<file path="src/rtl/swint_pkg.sv">
package swint_pkg;
  // Word addresses whose meaning the decoder depends on
  localparam int unsigned WORD_PEND = 0;
  localparam int unsigned WORD_CLR  = 1;
  localparam int unsigned WORD_SET  = 2;

  typedef enum logic [1:0] {
    SW_NONE = 2'd0,
    SW_SET  = 2'd1,
    SW_CLR  = 2'd2
  } sw_op_e;
endpackage

</file>
<file path="src/rtl/swint_decode.sv">
module swint_decode
  import swint_pkg::*;
#(
  parameter int unsigned DATA_W    = 32,
  parameter int unsigned ADDR_W    = 4,
  parameter int unsigned SOFT_LSB  = 17,
  parameter int unsigned ALIAS_SRC = 14,
  parameter int unsigned ALIAS_DST = 31
) (
  input  logic              valid_i,
  input  logic              write_i,
  input  logic [ADDR_W-1:0] addr_i,
  input  logic [DATA_W-1:0] wdata_i,
  output sw_op_e            op_o,
  output logic [DATA_W-1:0] bits_o,
  output logic              rd_req_o,
  output logic              rd_hit_o
);
  localparam logic [DATA_W-1:0] SOFT_MASK = {DATA_W{1'b1}} << SOFT_LSB;
  localparam logic [DATA_W-1:0] ALIAS_BIT = {{(DATA_W-1){1'b0}}, 1'b1} << ALIAS_DST;

  logic [DATA_W-1:0] clr_raw;

  always_comb begin
    clr_raw = wdata_i | (wdata_i[ALIAS_SRC] ? ALIAS_BIT : '0);
    op_o    = SW_NONE;
    bits_o  = '0;
    if (valid_i && write_i) begin
      if (addr_i == ADDR_W'(WORD_SET)) begin
        op_o   = SW_SET;
        bits_o = wdata_i & SOFT_MASK;
      end else if (addr_i == ADDR_W'(WORD_CLR)) begin
        op_o   = SW_CLR;
        bits_o = clr_raw & SOFT_MASK;
      end
    end
  end

  assign rd_req_o = valid_i && !write_i;
  assign rd_hit_o = (addr_i == ADDR_W'(WORD_PEND));
endmodule

</file>
<file path="src/rtl/swint_pending.sv">
module swint_pending
  import swint_pkg::*;
#(
  parameter int unsigned DATA_W = 32,
  parameter int unsigned N_HW   = 2,
  parameter int unsigned LVL_W  = 4
) (
  input  logic                  clk,
  input  logic                  rst,
  input  sw_op_e                op_i,
  input  logic [DATA_W-1:0]     bits_i,
  input  logic [N_HW-1:0]       hw_valid_i,
  input  logic [N_HW-1:0]       hw_set_i,
  input  logic [N_HW*LVL_W-1:0] hw_level_i,
  output logic [DATA_W-1:0]     pend_o
);
  logic [DATA_W-1:0] pend_q, after_sw;
  logic [DATA_W-1:0] stage [N_HW+1];

  always_comb begin
    unique case (op_i)
      SW_SET:  after_sw = pend_q | bits_i;
      SW_CLR:  after_sw = pend_q & ~bits_i;
      default: after_sw = pend_q;
    endcase
  end

  assign stage[0] = after_sw;

  // One update stage per hardware port; a later port overrides an earlier one
  for (genvar g = 0; g < N_HW; g++) begin : g_hw
    logic [LVL_W-1:0] idx;
    assign idx = hw_level_i[g*LVL_W +: LVL_W];
    always_comb begin
      stage[g+1] = stage[g];
      if (hw_valid_i[g]) stage[g+1][idx] = hw_set_i[g];
    end
  end

  always_ff @(posedge clk) begin
    if (rst) pend_q <= '0;
    else     pend_q <= stage[N_HW];
  end

  assign pend_o = pend_q;
endmodule

</file>
<file path="src/rtl/swint_rdport.sv">
module swint_rdport #(
  parameter int unsigned DATA_W = 32
) (
  input  logic              clk,
  input  logic              rst,
  input  logic              rd_req_i,
  input  logic              rd_hit_i,
  input  logic [DATA_W-1:0] pend_i,
  output logic [DATA_W-1:0] rdata_o,
  output logic              rvalid_o
);
  always_ff @(posedge clk) begin
    if (rst) begin
      rdata_o  <= '0;
      rvalid_o <= 1'b0;
    end else begin
      rvalid_o <= rd_req_i;
      if (rd_req_i) rdata_o <= rd_hit_i ? pend_i : '0;
    end
  end
endmodule

</file>
<file path="src/rtl/swint_lvlmap.sv">
module swint_lvlmap #(
  parameter int unsigned N_LVL     = 16,
  parameter int unsigned LVL_SHIFT = 16,
  parameter int unsigned SOFT_LSB  = 17
) (
  input  logic [N_LVL-1:0] upper_i,
  output logic [N_LVL-1:0] lvl_o
);
  localparam int unsigned LOW_ZERO = SOFT_LSB - LVL_SHIFT;
  localparam logic [N_LVL-1:0] KEEP = {N_LVL{1'b1}} << LOW_ZERO;

  assign lvl_o = upper_i & KEEP;
endmodule

</file>
<file path="src/rtl/swint_cpu_regs.sv">
module swint_cpu_regs
  import swint_pkg::*;
#(
  parameter int unsigned DATA_W    = 32,
  parameter int unsigned ADDR_W    = 4,
  parameter int unsigned N_HW      = 2,
  parameter int unsigned LVL_W     = 4,
  parameter int unsigned N_LVL     = 16,
  parameter int unsigned SOFT_LSB  = 17,
  parameter int unsigned ALIAS_SRC = 14,
  parameter int unsigned ALIAS_DST = 31
) (
  input  logic                  clk,
  input  logic                  rst,
  input  logic                  bus_valid_i,
  input  logic                  bus_write_i,
  input  logic [ADDR_W-1:0]     bus_addr_i,
  input  logic [DATA_W-1:0]     bus_wdata_i,
  output logic [DATA_W-1:0]     bus_rdata_o,
  output logic                  bus_rvalid_o,
  input  logic [N_HW-1:0]       hw_valid_i,
  input  logic [N_HW-1:0]       hw_set_i,
  input  logic [N_HW*LVL_W-1:0] hw_level_i,
  output logic [N_LVL-1:0]      soft_lvl_o
);
  localparam int unsigned LVL_SHIFT = DATA_W - N_LVL;

  sw_op_e            sw_op;
  logic [DATA_W-1:0] sw_bits;
  logic              rd_req, rd_hit;
  logic [DATA_W-1:0] pend_q;

  swint_decode #(
    .DATA_W(DATA_W), .ADDR_W(ADDR_W), .SOFT_LSB(SOFT_LSB),
    .ALIAS_SRC(ALIAS_SRC), .ALIAS_DST(ALIAS_DST)
  ) u_dec (
    .valid_i(bus_valid_i), .write_i(bus_write_i), .addr_i(bus_addr_i),
    .wdata_i(bus_wdata_i), .op_o(sw_op), .bits_o(sw_bits),
    .rd_req_o(rd_req), .rd_hit_o(rd_hit)
  );

  swint_pending #(.DATA_W(DATA_W), .N_HW(N_HW), .LVL_W(LVL_W)) u_pend (
    .clk(clk), .rst(rst), .op_i(sw_op), .bits_i(sw_bits),
    .hw_valid_i(hw_valid_i), .hw_set_i(hw_set_i), .hw_level_i(hw_level_i),
    .pend_o(pend_q)
  );

  swint_rdport #(.DATA_W(DATA_W)) u_rd (
    .clk(clk), .rst(rst), .rd_req_i(rd_req), .rd_hit_i(rd_hit),
    .pend_i(pend_q), .rdata_o(bus_rdata_o), .rvalid_o(bus_rvalid_o)
  );

  swint_lvlmap #(.N_LVL(N_LVL), .LVL_SHIFT(LVL_SHIFT), .SOFT_LSB(SOFT_LSB)) u_map (
    .upper_i(pend_q[LVL_SHIFT +: N_LVL]), .lvl_o(soft_lvl_o)
  );
endmodule

</file>
<file path="config.mk">
export PLATFORM = sky130hd
export DESIGN_NAME = swint_cpu_regs
export DESIGN_NICKNAME = d
export VERILOG_FILES = /design/src/rtl/swint_pkg.sv /design/src/rtl/swint_decode.sv /design/src/rtl/swint_pending.sv /design/src/rtl/swint_rdport.sv /design/src/rtl/swint_lvlmap.sv /design/src/rtl/swint_cpu_regs.sv
export SDC_FILE = /design/constraint.sdc
export NUM_CORES = 1
export LEC_CHECK = 0
export CORE_MARGIN = 3
export CORE_UTILIZATION = 46
export CTS_CLUSTER_SIZE = 20
export DETAILED_ROUTE_END_ITERATION = 8
export HOLD_SLACK_MARGIN = 0.08
export PLACE_DENSITY_LB_ADDON = 0.15
export SYNTH_ARGS = -nofsm -noshare
export SYNTH_HDL_FRONTEND = slang
export SYNTH_SLANG_ARGS = --single-unit
</file>
<file path="constraint.sdc">
create_clock -name clk -period 2.6 [get_ports clk]
set_input_delay 0.26 -clock clk [delete_from_list [all_inputs] [get_ports clk]]
set_output_delay 0.26 -clock clk [all_outputs]
set_load 0.05 [all_outputs]
</file>
# == After elaboration in Yosys (flattened, before gate mapping) ==
# Cells that the tools add are included.
# classes
order_cmp,4
eq_ne,4
mux,17
n_bitwise,4
reduce_logical,6
# op_table
op,n
32-bit two-way mux,7
32-bit bitwise mux,2
32-bit bitwise OR,2
32-bit one-hot mux with 2 select lines,1
32-bit AND,1
32-bit inverter,1
"4-bit by 6-bit < comparator with 1-bit output, second input constant",2
1-bit demux with 4-bit select,2
"4-bit by 1-bit >= comparator with 1-bit output, second input constant",2
2-bit two-way mux,3
"4-bit by 1-bit == test with 1-bit output, second input constant",1
"4-bit by 2-bit == test with 1-bit output, second input constant",1
1-bit logical AND,4
4-bit zero test,1
"2-bit by 1-bit == test with 1-bit output, second input constant",1
"2-bit == test, second input constant",1
1-bit two-way mux,2
1-bit zero test,1
# word_totals
reg_bits,65
output_inout_bits,49
elab_cells,38

# == Depth between registers and ports, before layout ==
# depth
word_depth,12
depth_mapped,11
mapped_depth_nobuf,7

# == Cells and area by module ==
# Synthesis repeated with hierarchy kept, for this count alone.
# unflattened
cells_unflattened,464
area_unflattened_um2,4006.3
# by_module_without_submodules
module,instances,cells_each,area_per_inst_um2,seq_area_each_um2
swint_pending,1,258,2083.2,640.6
swint_rdport,1,144,1456.4,660.6
swint_decode,1,45,342.8,0.0
swint_lvlmap,1,17,123.9,0.0

# == Least setup slack after synthesis ==
# No wires, ideal clock.
# synth_timing
path_kind,input to register
startpoint,in bus_addr_i[2]
endpoint,"reg u_pend.pend_q[21], in the netlist u_pend.pend_o[21]"
t_arrival_ns,2.326
required_ns,2.477
slack_ns,0.151
path_stages,11
path_buffers,4
path_cell_list,and4bb_2 > buf_2 > buf_2 > and3b_1 > inv_1 > ha_1 > buf_2 > nand2b_1 > clkbuf_1 > a21oi_1 > mux2_1
# synth_between
elab_chain_cells,11
word_cells_on_any_way,18
cone_classes,eq/ne: 4; mux: 11; bitwise: 3
# synth_rtl
item,line_no,rtl
from (decl),swint_cpu_regs.sv:17,"input logic [ADDR_W-1:0] bus_addr_i,"
4-bit by 1-bit == test with 1-bit output,swint_decode.sv:32,end else if (addr_i == ADDR_W'(WORD_CLR)) begin
32-bit two-way mux,swint_decode.sv:32,
32-bit two-way mux,swint_decode.sv:29,if (addr_i == ADDR_W'(WORD_SET)) begin
32-bit two-way mux,swint_decode.sv:28,if (valid_i && write_i) begin
32-bit inverter,swint_pending.sv:23,SW_CLR: after_sw = pend_q & ~bits_i;
32-bit AND,swint_pending.sv:23,
32-bit one-hot mux with 2 select lines (*),swint_pending.sv:21,unique case (op_i)
32-bit bitwise mux,swint_pending.sv:36,if (hw_valid_i[g]) stage[g+1][idx] = hw_set_i[g];
32-bit two-way mux (*),swint_pending.sv:36,
32-bit bitwise mux,swint_pending.sv:36,
32-bit two-way mux (*),swint_pending.sv:36,
to (signal assigned),swint_pending.sv:42,else pend_q <= stage[N_HW];
to (decl),swint_pending.sv:17,"logic [DATA_W-1:0] pend_q, after_sw;"
# Every way passes the cells marked *; elsewhere a longest branch is shown, timed or not.
# A chain may end at the register's enable or synchronous reset.

# == Final worst setup path ==
# Ends and elaborated chain as after synthesis.

==> results.json <==
{
  "report.final.slew_viol_count": 0,
  "finalWirelength_um": 8342,
  "synth_area_leader_cell": "dfxtp_1",
  "hold_viol_final": 0,
  "clock_latency_ps": 330,
  "numClockSinks": 64,
  "yosysUniqueCellTypes": 38,
  "post_drt_wl_per_cell_um": 16.10,
  "grt_max_degree": 54,
  "status": "complete, no violations",
  "worstPathRequired_ps": 2820,
  "clkTransAtPathRegs_ps": 70,
  "cts_root_buf": "clkbuf_8",
  "grt_pass1_wl_um": 13370,
  "synth_area_um2": 3179,
  "cts_buffer_depth": 2,
  "maxSlewHeadroom": 0.3711,
  "fin_tns_setup_ps": 0,
  "rsz0062_at_grt": "no",
  "ant_nets": 0,
  "cp-start-kind": "input pin",
  "via_count": 2967,
  "ys_seq_area_frac": 0.4030,
  "worst-setup-path-type": "input pin to flip-flop",
  "coreArea_um2": 6531,
  "drc_errors": 0,
  "synth_area_per_cell_um2": 8.411,
  "ys_warn_count": 0,
  "dp_cells": 504,
  "yosysTopAreaCellShare": 0.4030,
  "initial_core_util": 0.4868,
  "skew_ps": 7.776,
  "dr.pass1.iters": 4,
  "dieHeight_um": 89.14,
  "async_flop_share": 0,
  "pre_cts_ws_ps": 70.36,
  "fin_crit_sh": 0.8449,
  "die_x_um": 89.14,
  "htreeDepth": 3,
  "synth_top_cells_by_count": "64 x dfxtp_1, 49 x nand2_1, 47 x nand3_1, 46 x a21oi_1, 22 x clkbuf_1",
  "max_slew.worst_pin.slew_ps": 943.4,
  "floorplan.rows": 29,
  "grt.total_usage": 0.2158,
  "cts_buffers": 9,
  "layout.nets": 492,
  "ioPinCount": 101,
  "vias_per_cell": 5.728,
  "fmax_mhz": 455.2,
  "synth_edf_count": 0,
  "synthesis.nets": 432,
  "cts_setup_buffers": 0,
  "syn_to_final_growth_pct": 31.21,
  "fin_crit_ps": 2197,
  "ir_worst_vdd_v": 0.0003447,
  "nFillCells": 553,
  "drive_above_1_share": 0.09524,
  "ff_latch_area_um2": 1281,
  "overflow": 0,
  "dieArea_um2": 7945,
  "fin_cells": 518,
  "port_buffers": 83,
  "netlist_instances": 378,
  "p_leak_uw": 0.001389,
  "endpoint_kind": "flip-flop",
  "arrival_ps": 2410,
  "synth_area_leaders": "dfxtp_1 40%, nand3_1 7.4%, a21oi_1 7.2%, nand2_1 5.8%, a221oi_1 4.4%",
  "antenna_found_initial": 0,
  "totalPowerFinal_uw": 2044,
  "cp_max_fo": 13,
  "p_per_area_nw_per_um2": 490.0,
  "grt_pass1_vias": 2817,
  "yosysMostFrequentCell": "dfxtp_1",
  "multiInputGateArea_um2": 1645,
  "drv_cap": 0,
  "setup_viol": 0,
  "gp_congestion": 0.8752,
  "hold_buffers": 0,
  "diodes": 0,
  "hpwl_um": 5714,
  "ys_seq_elements": 64,
  "cts_resized": 0,
  "ys.flop_type": "dfxtp_1",
  "cts_tree": "yes",
  "hold_path.class": "flip-flop to flip-flop",
  "fin_ws_ps": 403.2,
  "drt_iter0_drc": 89
}
==> cells by family after synthesis <==
family / Yosys count / share of synthesized area
xor gates and xnor gates: 1 / 0.005117
buffers and inverters: 51 / 0.08225
DFF: 64 / 0.4030
muxes: 15 / 0.05313
adders and majority gates: 2 / 0.007870
AOI/OAI and AO/OA: 95 / 0.1869
other: 1 / 0.001180
and+or+nand+nor: 149 / 0.2605
==> critical path, cell delays in order <==
cell and delay, ps:
clkdlybuf4s50_1 450, and4bb_2 340, and3b_1 200, inv_1 60
ha_1 320, nor3_4 250, buf_12 170, nor3b_1 50
mux2_1 320
==> routing by layer <==
layer  routed length, um  vias up  GRT usage
li1                    -     1478          -
met1                3820     1363     0.2916
met2                3812      115     0.3315
met3                 590       11    0.05899
met4                 119        0    0.07713
met5                   0        -          0
==> per-stage QoR <==
stage	instance area [um2]	util	hold slack, ps
after floorplan	3179	-	444.5
after global placement	3978	0.6090	438.3
after detailed placement	3978	0.6090	444.3
after CTS	4172	0.6387	453.7
after global routing	4172	0.6387	468.4
final	4172	0.6387	449.8
==> sequential cells by signal, summed over array words and instances, names as in the netlist <==
name / flops
u_rd.rdata_o: 32
u_pend.pend_o: 31
u_rd.rvalid_o: 1
==> power breakdown <==
group	leakage [uW]	internal (uW)	switching (uW)	total [uW]
registers	0.000516	989	4.28	993
clock network	0.0000973	483	364	847
logic	0.000775	85.4	119	204
==> final timing paths <==
path	startpoint	endpoint	slack, ps	cells after the start
max	bus_addr_i[2]	u_pend.pend_o[21]	400	9
min	u_rd.rdata_o[13]	u_rd.rdata_o[13]	450	2
max reg2reg	u_pend.pend_o[27]	u_pend.pend_o[27]	1660	2
min reg2reg	u_rd.rdata_o[13]	u_rd.rdata_o[13]	450	2
==> cell type report <==
| type | instances | share of cell area |
|---|---|---|
| Clock buffer | 11 | 0.03629 |
| Clock inverter | 3 | 0.01020 |
| Inverter | 3 | 0.002699 |
| Multi-Input combinational cell | 263 | 0.3944 |
| Sequential cell | 64 | 0.3071 |
| Tap cell | 77 | 0.02310 |
| Timing Repair Buffer | 97 | 0.2262 |
==> placed cells by master (no fill, tap or decap), drive strengths merged, types with 4 or more instances in the layout <==
master         synthesis  routed
dfxtp                 64      64
mux2                  15      15
a221oi                16      16
a21oi                 46      46
clkbuf                22      11
a32oi                  4       4
nor2b                  5       5
nand2                 49      49
and3b                  5       5
a22oi                 12      12
o21ai                 12      12
nand2b                 6       6
clkdlybuf4s50          0      82
nand3                 47      47
nor3b                 17      17
buf                   26      15
No activity file was read; power rests on OpenSTA's default activity.
